<file path="config.mk">
export PLATFORM = sky130hd
export DESIGN_NAME = carrier_div
export DESIGN_NICKNAME = d
export VERILOG_FILES = /design/src/rtl/carrier_div_pkg.sv /design/src/rtl/cdiv_code_map.sv /design/src/rtl/cdiv_auto_pick.sv /design/src/rtl/cdiv_period_gen.sv /design/src/rtl/carrier_div.sv
export SDC_FILE = /design/constraint.sdc
export NUM_CORES = 1
export LEC_CHECK = 0
export ABC_CLOCK_PERIOD_IN_PS = 5650
export BUFFER_PORTS_ARGS = -buffer_cell sky130_fd_sc_hd__clkbuf_2
export CELL_PAD_IN_SITES_DETAIL_PLACEMENT = 1
export CELL_PAD_IN_SITES_GLOBAL_PLACEMENT = 1
export CORE_UTILIZATION = 45
export CTS_CLUSTER_SIZE = 20
export DETAILED_ROUTE_END_ITERATION = 12
export PLACE_DENSITY = 0.88
export SLEW_MARGIN = 20
export SYNTH_ARGS = -nofsm -noshare
export SYNTH_HDL_FRONTEND = slang
export SYNTH_SLANG_ARGS = --single-unit
</file>
<file path="constraint.sdc">
create_clock -name clk -period 5.65 [get_ports clk]
set_input_delay 0.2825 -clock clk [delete_from_list [all_inputs] [get_ports clk]]
set_output_delay 0.2825 -clock clk [all_outputs]
set_load 0.1 [all_outputs]
</file>
<file path="src/rtl/carrier_div_pkg.sv">
`timescale 1ns/1ps
package carrier_div_pkg;

   // How a selection code was resolved by the code map
   typedef enum logic [1:0] {
      MAP_FIXED    = 2'd0,   // factor comes straight from the code
      MAP_AUTO     = 2'd1,   // factor comes from the resonance measurement
      MAP_FALLBACK = 2'd2    // default factor
   } map_kind_e;

endpackage

</file>
<file path="src/rtl/cdiv_code_map.sv">
`timescale 1ns/1ps
module cdiv_code_map
   import carrier_div_pkg::*;
#(
   parameter int CODE_W    = 4,
   parameter int DIV_W     = 7,
   parameter int DIV_DEF   = 119,
   parameter int CODE_OFS  = 113,
   parameter int CODE_LAST = 11,
   parameter int CODE_AUTO = 15
) (
   input  logic [CODE_W-1:0] code,
   output map_kind_e         kind,
   output logic [DIV_W-1:0]  fixed_div
);

   localparam logic [CODE_W-1:0] LAST_C = CODE_W'(CODE_LAST);
   localparam logic [CODE_W-1:0] AUTO_C = CODE_W'(CODE_AUTO);
   localparam logic [DIV_W-1:0]  DEF_F  = DIV_W'(DIV_DEF);
   localparam logic [DIV_W-1:0]  OFS_F  = DIV_W'(CODE_OFS);

   always_comb begin
      kind      = MAP_FALLBACK;
      fixed_div = DEF_F;
      if (code == '0) begin
         kind      = MAP_FALLBACK;
         fixed_div = DEF_F;
      end else if (code <= LAST_C) begin
         kind      = MAP_FIXED;
         fixed_div = OFS_F + DIV_W'(code);
      end else if (code == AUTO_C) begin
         kind      = MAP_AUTO;
         fixed_div = DEF_F;
      end
   end

endmodule

</file>
<file path="src/rtl/cdiv_auto_pick.sv">
`timescale 1ns/1ps
module cdiv_auto_pick
   import carrier_div_pkg::*;
#(
   parameter bit AUTO_EN = 1'b1,
   parameter int MEAS_W  = 8,
   parameter int DIV_W   = 7,
   parameter int DIV_MIN = 114,
   parameter int DIV_MAX = 124,
   parameter int DIV_DEF = 119
) (
   input  map_kind_e         kind,
   input  logic [DIV_W-1:0]  fixed_div,
   input  logic [MEAS_W-1:0] meas_cnt,
   input  logic              meas_vld,
   output logic [DIV_W-1:0]  req_div
);

   localparam logic [DIV_W-1:0]  DEF_F = DIV_W'(DIV_DEF);
   localparam logic [MEAS_W-1:0] LO_M  = MEAS_W'(DIV_MIN);
   localparam logic [MEAS_W-1:0] HI_M  = MEAS_W'(DIV_MAX);

   generate
      if (AUTO_EN) begin : g_auto
         logic meas_ok;
         always_comb begin
            meas_ok = meas_vld && (meas_cnt >= LO_M) && (meas_cnt <= HI_M);
            if (kind == MAP_AUTO)
               req_div = meas_ok ? DIV_W'(meas_cnt) : DEF_F;
            else if (kind == MAP_FIXED)
               req_div = fixed_div;
            else
               req_div = DEF_F;
         end
      end else begin : g_fixed_only
         always_comb begin
            req_div = (kind == MAP_FIXED) ? fixed_div : DEF_F;
         end
      end
   endgenerate

endmodule

</file>
<file path="src/rtl/cdiv_period_gen.sv">
`timescale 1ns/1ps
module cdiv_period_gen #(
   parameter int DIV_W   = 7,
   parameter int DIV_RST = 119
) (
   input  logic             clk,
   input  logic             rst,
   input  logic             en,
   input  logic [DIV_W-1:0] req_div,
   output logic             drv_a,
   output logic             drv_b,
   output logic [DIV_W-1:0] cur_div,
   output logic             period_start
);

   logic [DIV_W-1:0] cnt_q, cnt_d;
   logic [DIV_W-1:0] div_q, div_d;
   logic [DIV_W-1:0] half_d;
   logic             run_q, run_d;
   logic             a_q, b_q;
   logic             first_half;

   always_comb begin
      run_d = run_q;
      cnt_d = cnt_q;
      div_d = div_q;
      if (!en) begin
         run_d = 1'b0;
         cnt_d = '0;
         div_d = req_div;
      end else if (!run_q) begin
         run_d = 1'b1;
         cnt_d = '0;
         div_d = req_div;
      end else if (cnt_q == div_q - 1'b1) begin
         cnt_d = '0;
         div_d = req_div;
      end else begin
         cnt_d = cnt_q + 1'b1;
      end
      half_d     = (div_d + 1'b1) >> 1;
      first_half = cnt_d < half_d;
   end

   always_ff @(posedge clk) begin
      if (rst) begin
         run_q <= 1'b0;
         cnt_q <= '0;
         div_q <= DIV_W'(DIV_RST);
         a_q   <= 1'b0;
         b_q   <= 1'b0;
      end else begin
         run_q <= run_d;
         cnt_q <= cnt_d;
         div_q <= div_d;
         a_q   <= run_d &&  first_half;
         b_q   <= run_d && !first_half;
      end
   end

   assign drv_a        = a_q;
   assign drv_b        = b_q;
   assign cur_div      = div_q;
   assign period_start = run_q && (cnt_q == '0);

endmodule

</file>
<file path="src/rtl/carrier_div.sv">
`timescale 1ns/1ps
module carrier_div
   import carrier_div_pkg::*;
#(
   parameter int CODE_W    = 4,
   parameter int MEAS_W    = 8,
   parameter int DIV_MIN   = 114,
   parameter int DIV_MAX   = 124,
   parameter int DIV_DEF   = 119,
   parameter int CODE_OFS  = 113,
   parameter int CODE_LAST = 11,
   parameter int CODE_AUTO = 15,
   parameter bit AUTO_EN   = 1'b1
) (
   input  logic              clk,
   input  logic              rst,
   input  logic [CODE_W-1:0] sel_code,
   input  logic [MEAS_W-1:0] meas_cnt,
   input  logic              meas_vld,
   input  logic              carrier_en,
   output logic              drv_a,
   output logic              drv_b
);

   localparam int DIV_W = $clog2(DIV_MAX + 2);

   generate
      if (DIV_MIN < 2 || DIV_MIN > DIV_MAX) begin : g_bad_range
         $error("carrier_div: factor range is empty or too small");
      end
      if (DIV_DEF < DIV_MIN || DIV_DEF > DIV_MAX) begin : g_bad_def
         $error("carrier_div: default factor outside range");
      end
      if (CODE_OFS + 1 < DIV_MIN || CODE_OFS + CODE_LAST > DIV_MAX) begin : g_bad_map
         $error("carrier_div: code map leaves the factor range");
      end
      if (CODE_AUTO <= CODE_LAST || CODE_AUTO >= (1 << CODE_W)) begin : g_bad_auto
         $error("carrier_div: automatic code collides or does not fit");
      end
      if (DIV_MAX >= (1 << MEAS_W)) begin : g_bad_meas
         $error("carrier_div: measurement width too small");
      end
   endgenerate

   map_kind_e        map_kind;
   logic [DIV_W-1:0] fixed_div;
   logic [DIV_W-1:0] req_div;
   logic [DIV_W-1:0] cur_div;
   logic             period_start;

   cdiv_code_map #(
      .CODE_W   (CODE_W),
      .DIV_W    (DIV_W),
      .DIV_DEF  (DIV_DEF),
      .CODE_OFS (CODE_OFS),
      .CODE_LAST(CODE_LAST),
      .CODE_AUTO(CODE_AUTO)
   ) u_map (
      .code     (sel_code),
      .kind     (map_kind),
      .fixed_div(fixed_div)
   );

   cdiv_auto_pick #(
      .AUTO_EN(AUTO_EN),
      .MEAS_W (MEAS_W),
      .DIV_W  (DIV_W),
      .DIV_MIN(DIV_MIN),
      .DIV_MAX(DIV_MAX),
      .DIV_DEF(DIV_DEF)
   ) u_pick (
      .kind     (map_kind),
      .fixed_div(fixed_div),
      .meas_cnt (meas_cnt),
      .meas_vld (meas_vld),
      .req_div  (req_div)
   );

   cdiv_period_gen #(
      .DIV_W  (DIV_W),
      .DIV_RST(DIV_DEF)
   ) u_gen (
      .clk         (clk),
      .rst         (rst),
      .en          (carrier_en),
      .req_div     (req_div),
      .drv_a       (drv_a),
      .drv_b       (drv_b),
      .cur_div     (cur_div),
      .period_start(period_start)
   );

endmodule

</file>
# Word-level counts from Yosys, hierarchy flattened
# Cells that the tools add are included.
word_totals:
  elab_cells: 38
  reg_bits: 17
op_classes:
  mux: 15
  n_lt_le_gt_ge: 4
  addsub: 4
  n_eq_ne: 3
  reduce_logical: 7
op_table:
  columns: ["operator", "count"]
  rows:
  - ["7-bit 2-to-1 mux", 11]
  - ["7-bit by 1-bit adder with 7-bit output (second input constant)", 2]
  - ["8-bit by 7-bit >= comparator with 1-bit output (second input constant)", 1]
  - ["8-bit by 7-bit <= comparator with 1-bit output (second input constant)", 1]
  - ["7-bit equality test", 1]
  - ["7-bit by 6-bit < comparator with 1-bit output", 1]
  - ["7-bit by 1-bit subtractor with 7-bit output (second input constant)", 1]
  - ["5-bit by 5-bit adder with 6-bit output (first input constant)", 1]
  - ["2-bit 2-to-1 mux", 3]
  - ["4-bit equality test (second input constant)", 1]
  - ["4-bit <= comparator (second input constant)", 1]
  - ["1-bit logical AND", 4]
  - ["4-bit zero test", 1]
  - ["2-bit by 1-bit equality test with 1-bit output (second input constant)", 1]
  - ["2-bit zero test", 1]
  - ["1-bit zero test", 1]
  - ["1-bit 2-to-1 mux", 1]

# Longest topological paths before layout
# Gate-level depths: netlist of run 1.
depth:
  depth_word: 14
  mapped_depth: 17
  mapped_depth_nobuf: 16

# Cells and area by module
# Synthesis of run 1 repeated with hierarchy kept, for this count alone.
hier_totals:
  cells_unflattened: 196
  area_unflattened_um2: 1554.0
by_module_without_submodules:
  columns: ["module", "area_per_inst_um2", "cells_per_inst", "seq_area_each_um2", "instances"]
  rows:
  - ["cdiv_period_gen", 1277.5, 155, 340.3, 1]
  - ["cdiv_code_map", 138.9, 20, 0.0, 1]
  - ["cdiv_auto_pick", 137.6, 21, 0.0, 1]

# Least setup slack after synthesis of run 1
# Ideal clock, no wire load.
synth_path:
  path_type: "flip-flop to flip-flop"
  from: "register u_gen.div_q[0] (netlist: u_gen.cur_div[0])"
  to: "register u_gen.a_q (netlist: u_gen.drv_a)"
  t_arrival_ns: 3.540
  path_buffers: 1
  period_less_slack_ns: 3.656
  slack_ns: 1.994
  stages_incl_launch_ff: 18
  setup_ns: 0.115
  cell_sequence: "dfxtp_1 -> buf_6 -> inv_1 -> ha_1 -> or3b_1 -> o31a_1 -> o32a_2 -> a21oi_4 -> o21ai_1 -> ha_1 -> nand2b_1 -> a221oi_1 -> a211oi_1 -> ha_1 -> nand2_1 -> o311ai_0 -> o211ai_1 -> and3_1"
synth_via:
  elab_chain_cells: 8
  elab_cells_between_ends: 11
  classes_between: "2 x add/sub; 1 x order compare; 1 x eq/ne; 6 x mux; 1 x reduce/logical"
synth_rtl:
  columns: ["item", "line", "source"]
  rows:
  - ["start: declaration", "cdiv_period_gen.sv:17", "logic [DIV_W-1:0] div_q, div_d;"]
  - ["start signal: assignment", "cdiv_period_gen.sv:49", "div_q <= DIV_W'(DIV_RST);"]
  - ["start signal: assignment", "cdiv_period_gen.sv:55", "div_q <= div_d;"]
  - ["7-bit by 1-bit subtractor with 7-bit output", "cdiv_period_gen.sv:35", "end else if (cnt_q == div_q - 1'b1) begin"]
  - ["7-bit equality test", "cdiv_period_gen.sv:35", null]
  - ["7-bit 2-to-1 mux *", "cdiv_period_gen.sv:35", null]
  - ["7-bit 2-to-1 mux *", "cdiv_period_gen.sv:31", "end else if (!run_q) begin"]
  - ["7-bit 2-to-1 mux *", "cdiv_period_gen.sv:27", "if (!en) begin"]
  - ["named net u_gen.div_d[0]", "cdiv_period_gen.sv:17", null]
  - ["7-bit by 1-bit adder with 7-bit output *", "cdiv_period_gen.sv:41", "half_d = (div_d + 1'b1) >> 1;"]
  - ["7-bit by 6-bit < comparator with 1-bit output *", "cdiv_period_gen.sv:42", "first_half = cnt_d < half_d;"]
  - ["1-bit logical AND *", "cdiv_period_gen.sv:56", "a_q <= run_d && first_half;"]
  - ["end signal: assignment", "cdiv_period_gen.sv:56", null]
  - ["end: declaration", "cdiv_period_gen.sv:20", "logic a_q, b_q;"]
# The timed path passes the listed nets; every way through them passes the cells marked *.
# A chain may end at the register's enable or synchronous reset.

# Final worst setup path of run 1
# Same ends and word-level chain as after synthesis.

==> impl_metrics.py, run 1 <==
metrics = {
    "sta": {
        "hold_viol": 0,
        "maxSlewViolCount": 0,
        "relSlewSlack_pct": 51.0,
        "fmax_ghz": 0.234,
        "finalSetupViolCount": 0,
        "fin_skew_ps": 17.4,
        "setup_ws_ps": 1380,
        "rsz0062_at_grt": "no",
        "tightest_slew_ps": 735,
        "timing.final.crit_share_pct": 75.5,
        "period_needed_ps": 4270,
        "finalSetupTns_ps": 0,
    },
    "place": {
        "gp_congestion": 0.858,
        "placement.io_buffers": 17,
        "dp_cells": 223,
        "dp_slack_ps": 1410,
        "dpl.hpwl_um": 3220,
        "placedInstanceArea_mm2": 0.00157,
    },
    "yosys": {
        "synth_xor_area_share_pct": 8.97,
        "synth.mux.area_fraction_pct": 1.37,
        "async_flop_share_pct": 0,
        "synth_area_leader_cell": "dfxtp_1",
        "synth_compound_area_share_pct": 25.5,
        "synth_edf_count": 0,
        "synthSimpleGateAreaFrac_pct": 27.3,
        "syn_inst": 168,
        "synth_top_area_share_pct": 23.2,
        "synth_top_family_by_area": "simple AND/OR/NAND/NOR gates",
        "yosysSeqAreaShare_pct": 23.2,
        "synth_nets": 194,
        "netlist_area_mm2": 0.00147,
        "yosysUniqueCellTypes": 58,
        "ys.warnings.count": 0,
        "synth_fa_ha_area_share_pct": 8.54,
        "avgSynthCellArea_um2": 8.72,
        "synth_flop_cell": "dfxtp_1",
        "synth_area_leaders": "dfxtp_1 23%, ha_1 8.5%, xnor2_1 4.8%, xor2_1 4.2%, o211ai_1 4.1%",
        "ys_ff_latch": 17,
    },
    "cts": {
        "cts.reportedPaths.clkPinSlew_ps": 120,
        "cts_resized": 0,
        "cts_inserted_buffers": 3,
        "clock_latency_ps": 320,
        "clockRootBuffer": "clkbuf_4",
        "cts_setup_buffers": 0,
        "cts_tree": "built",
        "cts_hold_buffers": 0,
        "clockBufferDepth": 2,
        "cts.sinks": 17,
        "h-tree-depth": 1,
    },
    "worst_setup_path": {
        "cp_data_required_time_ps": 5850,
        "reg2reg_slack_ps": 1380,
        "cp_slowest_stage_delay_ps": 430,
        "crit_top_cell": "ha_1",
        "r2r_cells": 16,
        "cp-end-kind": "flop",
        "cp-start-kind": "flop",
        "crit_chain": "inv_1, ha_1, or3b_1, o31a_1, o32a_2, a21oi_4, o21ai_1, ha_1, nand2b_1, a221oi_1, a211oi_1, ha_1, nand2_1, o311ai_0, o211ai_1, and3_1",
        "cp_slowest_cell": "or3b_1",
        "cp.arrival_ps": 4470,
        "cp_max_fo": 8,
        "criticalPathCategory": "reg2reg",
    },
    "route": {
        "via_per_inst": 6.23,
        "route.detailed.drc": 0,
        "first_pass_iters": 4,
        "totalWireLength_um": 4050,
        "drt_iter0_markers": 73,
        "wire_per_inst_um": 17.8,
        "ant_nets": 0,
        "dr_total_vias": 1415,
    },
    "floorplanning": {
        "ios": 18,
        "coreArea_mm2": 0.00308,
        "die_area_mm2": 0.00349,
        "placementRows": 20,
        "die_h_um": 59.1,
        "die_width_um": 59.1,
        "initial_core_util_pct": 47.6,
    },
    "pwr": {
        "p_sw_share_pct": 34.1,
        "p_seq_share_pct": 48.5,
        "peakVddDrop_mv": 0.114,
        "pwr-share-comb_pct": 24.0,
        "internal_power_uw": 176,
        "powerDensity_mw_per_mm2": 167,
        "p_sw_uw": 90.8,
        "leakage_uw": 0.000583,
        "p_clk_share_pct": 27.5,
    },
    "global_routing": {
        "grt_pass1_wl_um": 7110,
        "grt_usage_pct": 27.2,
        "grt_max_degree": 19,
        "overflow": 0,
        "grt_pass1_vias": 1519,
        "antenna_found_initial": 0,
    },
    "layout": {
        "post-route-util_pct": 51.8,
        "final_nets": 210,
        "diodes": 0,
        "stdcell_count": 227,
        "drive_gt1_share_pct": 20.8,
        "fin_area_mm2": 0.00160,
        "final_cell_mix": "17 x clkbuf_2, 17 x dfxtp_1, 10 x ha_1, 9 x inv_1",
        "syn2layout_area_growth_pct": 8.88,
    },
    "flow_run": {
        "max_cap_viol_count": 0,
    },
    "min_path": {
        "hold_path.class": "in2reg",
        "whs_path_depth": 2,
    },
    "outcome": {
        "status": "completed",
    },
}
## kinds of logic after synthesis
kind of cell | after synthesis
fa+ha+maj | 10
buf+inv | 15
simple gates | 62
xor+xnor | 15
mux | 2
compound gates | 47
flops | 17
## per-layer routing
layer | wire length, um | vias to the layer above | global-route usage, %
li1 | - | 677 | -
met1 | 1850 | 692 | 35.5
met2 | 1970 | 37 | 44.8
met3 | 152 | 9 | 3.28
met4 | 71 | 0 | 12.2
met5 | 0 | - | 0
## worst paths after layout
| check | startpoint | to |
|---|---|---|
| hold reg to reg | u_gen.cur_div[6] | u_gen.cur_div[6] |
| hold / removal | carrier_en | u_gen.run_q |
| setup reg to reg | u_gen.cur_div[0] | u_gen.drv_a |
| setup / recovery | u_gen.cur_div[0] | u_gen.drv_a |
## synthesized netlist by cell type, types with 4 or more instances
cell type and n:
dfxtp_1 17, ha_1 10, inv_1 9, nand3_1 8, nor2_1 8, nor3_1 8
o211ai_1 8, xnor2_1 8, xor2_1 7, a211oi_1 6, nand2_1 5, nand2b_1 4
nor3_2 4, o21ai_0 4, or3_1 4
## flip-flops by register name, summed over array words and instances (netlist names)
register and flops:
u_gen.cur_div 7, u_gen.cnt_q 7, u_gen.drv_a 1, u_gen.run_q 1, u_gen.drv_b 1
## worst max-delay path: cells and delay by family (launching register included)
family	cells	cell delay, ps
AO/OA/AOI/OAI	8	1920
flip-flops	1	390
adder cells (fa/ha/maj)	3	850
AND/OR/NAND/NOR	4	920
buffers and inverters	1	90
## power groups by stage
stage               Sequential, uW  Combinational (uW)  Clock (uW)
floorplan                      131                45.1           0
global placement               131                59.6           0
detailed placement             132                63.1           0
CTS                            129                63.7        74.0
global route                   130                70.6        79.4
finish                         129                63.9        73.3
## per-stage QoR
| stage | power, uW | hold slack, ps |
|---|---|---|
| after floorplan | 176 | 370 |
| after CTS | 267 | 280 |
| after global placement | 191 | 524 |
| after global routing | 280 | 289 |
| after detailed placement | 195 | 528 |
| final | 266 | 294 |
## cell type report
cell class	instances	area (um2)
fill	378	1480
inverter	9	33.8
sequential	17	340
clock buffer	3	22.5
tap	44	55.1
clock inverter	1	7.51
multi-input combinational	136	1050
timing repair buffer	17	85.1
Note: power is estimated with default switching activity, not from simulation.
==> run 2, diff against run 1 <==
--- a/config.mk
+++ b/config.mk
@@ -5,14 +5,14 @@
 export SDC_FILE = /design/constraint.sdc
 export NUM_CORES = 1
 export LEC_CHECK = 0
-export ABC_CLOCK_PERIOD_IN_PS = 5650
+export ABC_CLOCK_PERIOD_IN_PS = 4300
 export BUFFER_PORTS_ARGS = -buffer_cell sky130_fd_sc_hd__clkbuf_2
 export CELL_PAD_IN_SITES_DETAIL_PLACEMENT = 1
 export CELL_PAD_IN_SITES_GLOBAL_PLACEMENT = 1
-export CORE_UTILIZATION = 45
+export CORE_UTILIZATION = 44
 export CTS_CLUSTER_SIZE = 20
 export DETAILED_ROUTE_END_ITERATION = 12
-export PLACE_DENSITY = 0.88
+export PLACE_DENSITY = 0.87
 export SLEW_MARGIN = 20
 export SYNTH_ARGS = -nofsm -noshare
 export SYNTH_HDL_FRONTEND = slang
==> constraint.sdc (replaced) <==
create_clock -name clk -period 4.3 [get_ports clk]
set_input_delay 0.215 -clock clk [delete_from_list [all_inputs] [get_ports clk]]
set_output_delay 0.215 -clock clk [all_outputs]
set_load 0.1 [all_outputs]
==> run 2 against run 1 <==
Clock power is 26% higher. Total power grew 31%. Critical path depth did not move. Count of clock-buffer cells in the layout unchanged. Clock skew decreased by 12 ps. Sequential share of layout area fell by 0.46 points. Setup slack worse by 1300 ps. Fmax is 2.1% higher. Global-route usage shrank 2.0 points.
==> impl_metrics.py, run 2 (same netlist as run 1, synthesis figures left out) <==
metrics = {
    "cts": {
        "clockBufferDepth": 2,
        "cts.sinks": 17,
        "clockRootBuffer": "clkbuf_4",
        "cts_tree": "built",
        "clock_latency_ps": 310,
        "cts_hold_buffers": 0,
        "h-tree-depth": 1,
        "cts.reportedPaths.clkPinSlew_ps": 110,
        "cts_inserted_buffers": 3,
    },
    "worst_setup_path": {
        "reg2reg_slack_ps": 120,
        "rr_endpoint": "u_gen.drv_a",
        "cp-end-kind": "flop",
        "r2r_cells": 16,
        "cp_max_fo": 8,
        "cp_data_required_time_ps": 4510,
        "crit_start": "u_gen.cur_div[0]",
        "criticalPathCategory": "reg2reg",
        "cp-start-kind": "flop",
        "cp.arrival_ps": 4390,
        "r2r-start": "u_gen.cur_div[0]",
    },
    "floorplanning": {
        "initial_core_util_pct": 47.2,
        "die_width_um": 59.7,
        "ios": 18,
        "die_h_um": 59.7,
        "placementRows": 20,
        "coreArea_mm2": 0.00310,
        "die_area_mm2": 0.00356,
    },
    "place": {
        "placement.io_buffers": 17,
        "dpl.hpwl_um": 3280,
        "dp_cells": 224,
        "gp_congestion": 0.829,
    },
    "sta": {
        "tightest_slew_ps": 786,
        "timing.final.crit_share_pct": 97.1,
        "maxSlewViolCount": 0,
        "relSlewSlack_pct": 47.1,
        "fin_skew_ps": 5.32,
        "period_needed_ps": 4180,
        "fin_hold_ws_ps": 193,
        "fmax_ghz": 0.239,
        "hold_viol": 0,
        "finalSetupViolCount": 0,
        "finalSetupTns_ps": 0,
    },
    "outcome": {
        "status": "completed",
    },
    "global_routing": {
        "grt_max_degree": 19,
        "grt_usage_pct": 25.2,
        "antenna_found_initial": 0,
        "overflow": 0,
        "grt_pass1_wl_um": 6620,
        "grt_pass1_vias": 1352,
    },
    "route": {
        "route.detailed.drc": 0,
        "met1_length_um": 1850,
        "dr_total_vias": 1436,
        "totalWireLength_um": 4130,
        "ant_nets": 0,
        "first_pass_iters": 7,
        "wire_per_inst_um": 17.9,
        "wl_met3_um": 189,
        "met2_length_um": 2060,
        "routed.top_layer": "met4",
        "drt_iter0_markers": 58,
        "via_per_inst": 6.22,
    },
    "layout": {
        "final_nets": 214,
        "diodes": 0,
        "stdcell_count": 231,
        "final_cell_mix": "17 x clkbuf_2, 17 x dfxtp_1, 10 x ha_1, 9 x inv_1",
        "fillerInstances": 400,
        "syn2layout_area_growth_pct": 11.3,
        "drive_gt1_share_pct": 23.0,
    },
    "min_path": {
        "min_from": "carrier_en",
        "hold_end": "u_gen.run_q",
        "hold_path.class": "in2reg",
        "whs_path_depth": 2,
    },
    "flow_run": {
        "max_cap_viol_count": 0,
    },
    "pwr": {
        "leakage_uw": 0.000604,
        "powerDensity_mw_per_mm2": 214,
        "peakVddDrop_mv": 0.229,
    },
}
## run 2: changes by cell type in the layout (fill, tap and decap cells not counted)
cell / delta
a211oi_2: +1
a211oi_1: -1
buf_4: +4
## run 2: cell type report
| cell class | count | area (um2) | area share, % |
|---|---|---|---|
| clock buffer | 3 | 22.5 | 1.38 |
| sequential | 17 | 340 | 20.9 |
| multi-input combinational | 136 | 1060 | 64.8 |
| clock inverter | 1 | 7.51 | 0.460 |
| timing repair buffer | 21 | 115 | 7.06 |
| tap | 44 | 55.1 | 3.38 |
| inverter | 9 | 33.8 | 2.07 |
## run 2: through the flow
| stage | total power (uW) | utilization, % | instance area, um2 | setup slack (ps) |
|---|---|---|---|---|
| after floorplan | 231 | - | 1470 | 644 |
| after global placement | 250 | 50.7 | 1570 | 487 |
| after detailed placement | 255 | 50.7 | 1570 | 191 |
| after CTS | 347 | 51.7 | 1600 | 181 |
| after global routing | 364 | 52.5 | 1630 | -53.3 |
| final | 349 | 52.5 | 1630 | 123 |
## run 2: how the worst max path moves through the flow
stage,cells after the start,end
3_3_place_gp,16,u_gen.drv_a
6_report,16,u_gen.drv_a
5_1_grt,16,u_gen.drv_a
2_1_floorplan,17,u_gen.drv_a
3_5_place_dp,16,u_gen.drv_a
4_1_cts,16,u_gen.drv_a
## run 2: power breakdown
group,total [uW],internal [uW],switching (uW)
registers,169,162,7.84
logic,87.2,35.1,52.1
clock network,92.3,35.6,56.8
total,349,232,117
## run 2: layer usage
metal	up-vias	GRT usage [%]
met5	-	0
met4	0	7.31
met3	4	1.95
met2	58	43.0
met1	694	33.9
li1	680	-
## run 2: repair_timing
item	CTS	global route
resized for setup	0	1
endpoints found under the setup margin	0	2
hold endpoints to repair	0	0
setup buffers	0	3
## run 2: critical path, cell delays in order (launching register included)
cell and delay (ps):
dfxtp_1 390, inv_1 90, ha_1 210, or3b_1 440
o31a_1 290, o32a_2 230, a21oi_4 220, o21ai_1 130
ha_1 310, nand2b_1 180, a221oi_1 380, a211oi_1 120
ha_1 320, nand2_1 70, o311ai_0 320, o211ai_1 170
and3_1 220
==> run 3, diff against run 2 <==
--- a/config.mk
+++ b/config.mk
@@ -5,14 +5,14 @@
 export SDC_FILE = /design/constraint.sdc
 export NUM_CORES = 1
 export LEC_CHECK = 0
-export ABC_CLOCK_PERIOD_IN_PS = 4300
+export ABC_CLOCK_PERIOD_IN_PS = 5100
 export BUFFER_PORTS_ARGS = -buffer_cell sky130_fd_sc_hd__clkbuf_2
 export CELL_PAD_IN_SITES_DETAIL_PLACEMENT = 1
 export CELL_PAD_IN_SITES_GLOBAL_PLACEMENT = 1
-export CORE_UTILIZATION = 44
+export CORE_UTILIZATION = 45
 export CTS_CLUSTER_SIZE = 20
 export DETAILED_ROUTE_END_ITERATION = 12
-export PLACE_DENSITY = 0.87
+export PLACE_DENSITY = 0.88
 export SLEW_MARGIN = 20
 export SYNTH_ARGS = -nofsm -noshare
 export SYNTH_HDL_FRONTEND = slang
==> constraint.sdc (replaced) <==
create_clock -name clk -period 5.1 [get_ports clk]
set_input_delay 0.255 -clock clk [delete_from_list [all_inputs] [get_ports clk]]
set_output_delay 0.255 -clock clk [all_outputs]
set_load 0.1 [all_outputs]
==> run 3 against run 2 <==
Sequential power decreased by 15%. Sequential share of layout area increased by 0.46 points. Cell area decreased by 2.1%. Total power decreased by 16%. Combinational power decreased by 19%. Non-clock buffer count decreased by 4. Setup slack improved by 710 ps. Global-route usage increased by 0.91 points. Via count decreased by 4.2%. Die area decreased by 2.1%. Register-to-register slack improved by 710 ps. Critical path type unchanged. Largest cell class unchanged.
==> impl_metrics.py, run 3 (same netlist as run 1, synthesis figures left out) <==
metrics = {
    "worst_setup_path": {
        "rr_endpoint": "u_gen.drv_a",
        "cp_slowest_stage_delay_ps": 430,
        "criticalPathCategory": "reg2reg",
        "reg2reg_slack_ps": 830,
        "cp-start-kind": "flop",
        "r2r_cells": 16,
        "crit_family": "compound AO/OA/AOI/OAI gates",
        "cp.arrival_ps": 4480,
        "cp_slowest_cell": "or3b_1",
        "cp-end-kind": "flop",
        "crit_buf_inv": 1,
        "cp_max_fo": 8,
        "crit_top_cell": "ha_1",
        "r2r-start": "u_gen.cur_div[0]",
        "cp_data_required_time_ps": 5310,
        "crit_chain": "inv_1, ha_1, or3b_1, o31a_1, o32a_2, a21oi_4, o21ai_1, ha_1, nand2b_1, a221oi_1, a211oi_1, ha_1, nand2_1, o311ai_0, o211ai_1, and3_1",
    },
    "min_path": {
        "whs_path_depth": 2,
        "min_from": "carrier_en",
        "hold_path.class": "in2reg",
        "hold_end": "u_gen.run_q",
    },
    "sta": {
        "timing.final.crit_share_pct": 83.7,
        "hold_viol": 0,
        "rsz0062_at_grt": "no",
        "finalSetupViolCount": 0,
        "tightest_slew_ps": 730,
        "fin_skew_ps": 12.8,
        "period_needed_ps": 4270,
        "fmax_ghz": 0.234,
        "relSlewSlack_pct": 51.3,
        "maxSlewViolCount": 0,
        "fin_hold_ws_ps": 255,
        "finalSetupTns_ps": 0,
    },
    "layout": {
        "fin_area_mm2": 0.00160,
        "final_nets": 210,
        "drive_gt1_share_pct": 20.8,
        "diodes": 0,
        "final_cell_mix": "17 x clkbuf_2, 17 x dfxtp_1, 10 x ha_1, 9 x inv_1",
        "fillerInstances": 385,
        "syn2layout_area_growth_pct": 8.88,
    },
    "cts": {
        "cts_inserted_buffers": 3,
        "cts_setup_buffers": 0,
        "cts_resized": 0,
        "cts_tree": "built",
        "clockBufferDepth": 2,
        "clock_latency_ps": 320,
        "h-tree-depth": 1,
        "cts.sinks": 17,
        "cts.reportedPaths.clkPinSlew_ps": 120,
        "clockRootBuffer": "clkbuf_4",
        "cts_hold_buffers": 0,
    },
    "global_routing": {
        "grt_pass1_vias": 1454,
        "grt_usage_pct": 26.1,
        "overflow": 0,
        "antenna_found_initial": 0,
        "grt_max_degree": 19,
        "grt_pass1_wl_um": 6780,
    },
    "pwr": {
        "peakVddDrop_mv": 0.120,
        "powerDensity_mw_per_mm2": 185,
        "leakage_uw": 0.000583,
    },
    "route": {
        "drt_iter0_markers": 39,
        "ant_nets": 0,
        "route.detailed.drc": 0,
        "first_pass_iters": 4,
        "via_per_inst": 6.06,
        "dr_total_vias": 1376,
        "wire_per_inst_um": 17.2,
        "totalWireLength_um": 3900,
    },
    "place": {
        "placement.io_buffers": 17,
        "dpl.hpwl_um": 3190,
        "gp_congestion": 0.858,
        "placedInstanceArea_mm2": 0.00157,
    },
    "floorplanning": {
        "coreArea_mm2": 0.00308,
        "ios": 18,
        "initial_core_util_pct": 47.6,
        "die_h_um": 59.1,
        "placementRows": 20,
        "die_area_mm2": 0.00349,
        "die_width_um": 59.1,
    },
    "outcome": {
        "status": "completed",
    },
    "flow_run": {
        "max_cap_viol_count": 0,
    },
}
[run 3: cell types whose count changed in the layout (fill, tap and decap cells not counted), sizes merged]
cell | before | now
buf | 4 | 0
[run 3: area by class of cell]
cell class	count	area (um2)	area share, %
clock buffer	3	22.5	1.41
sequential	17	340	21.3
clock inverter	1	7.51	0.471
inverter	9	33.8	2.12
multi-input combinational	136	1050	65.9
timing repair buffer	17	85.1	5.33
tap	44	55.1	3.45
[run 3: worst max path at each step]
stage | start | end | slack [ps] | depth (start not counted)
finish | u_gen.cur_div[0] | u_gen.drv_a | 830 | 16
global route | u_gen.cur_div[0] | u_gen.drv_a | 560 | 16
CTS | u_gen.cur_div[0] | u_gen.drv_a | 850 | 16
detailed placement | u_gen.cur_div[0] | u_gen.drv_a | 850 | 16
global placement | u_gen.cur_div[0] | u_gen.drv_a | 1140 | 16
floorplan | u_gen.cur_div[0] | u_gen.drv_a | 1440 | 17
[run 3: layer usage]
layer	routed length (um)	global-route usage [%]
met4	80	11.2
met2	1860	43.7
met1	1780	33.5
met3	174	3.71
met5	0	0
[run 3: power breakdown]
group          switching [uW]  leakage (uW)  total, uW  internal [uW]
Sequential               6.34      0.000139        143            136
Clock                    51.4     0.0000139       81.4           30.0
Combinational            42.1      0.000430       70.3           28.1
Total                    99.9      0.000583        294            194
[run 3: per-stage QoR]
| stage | util (%) | std cells | power, uW | worst slack (ps) |
|---|---|---|---|---|
| 3_3_place_gp | 50.9 | 223 | 211 | 1140 |
| 4_1_cts | 51.8 | 227 | 295 | 847 |
| 3_5_place_dp | 50.9 | 223 | 216 | 846 |
| 5_1_grt | 51.8 | 227 | 309 | 561 |
| 2_1_floorplan | - | 168 | 195 | 1440 |
| 6_report | 51.8 | 227 | 294 | 830 |
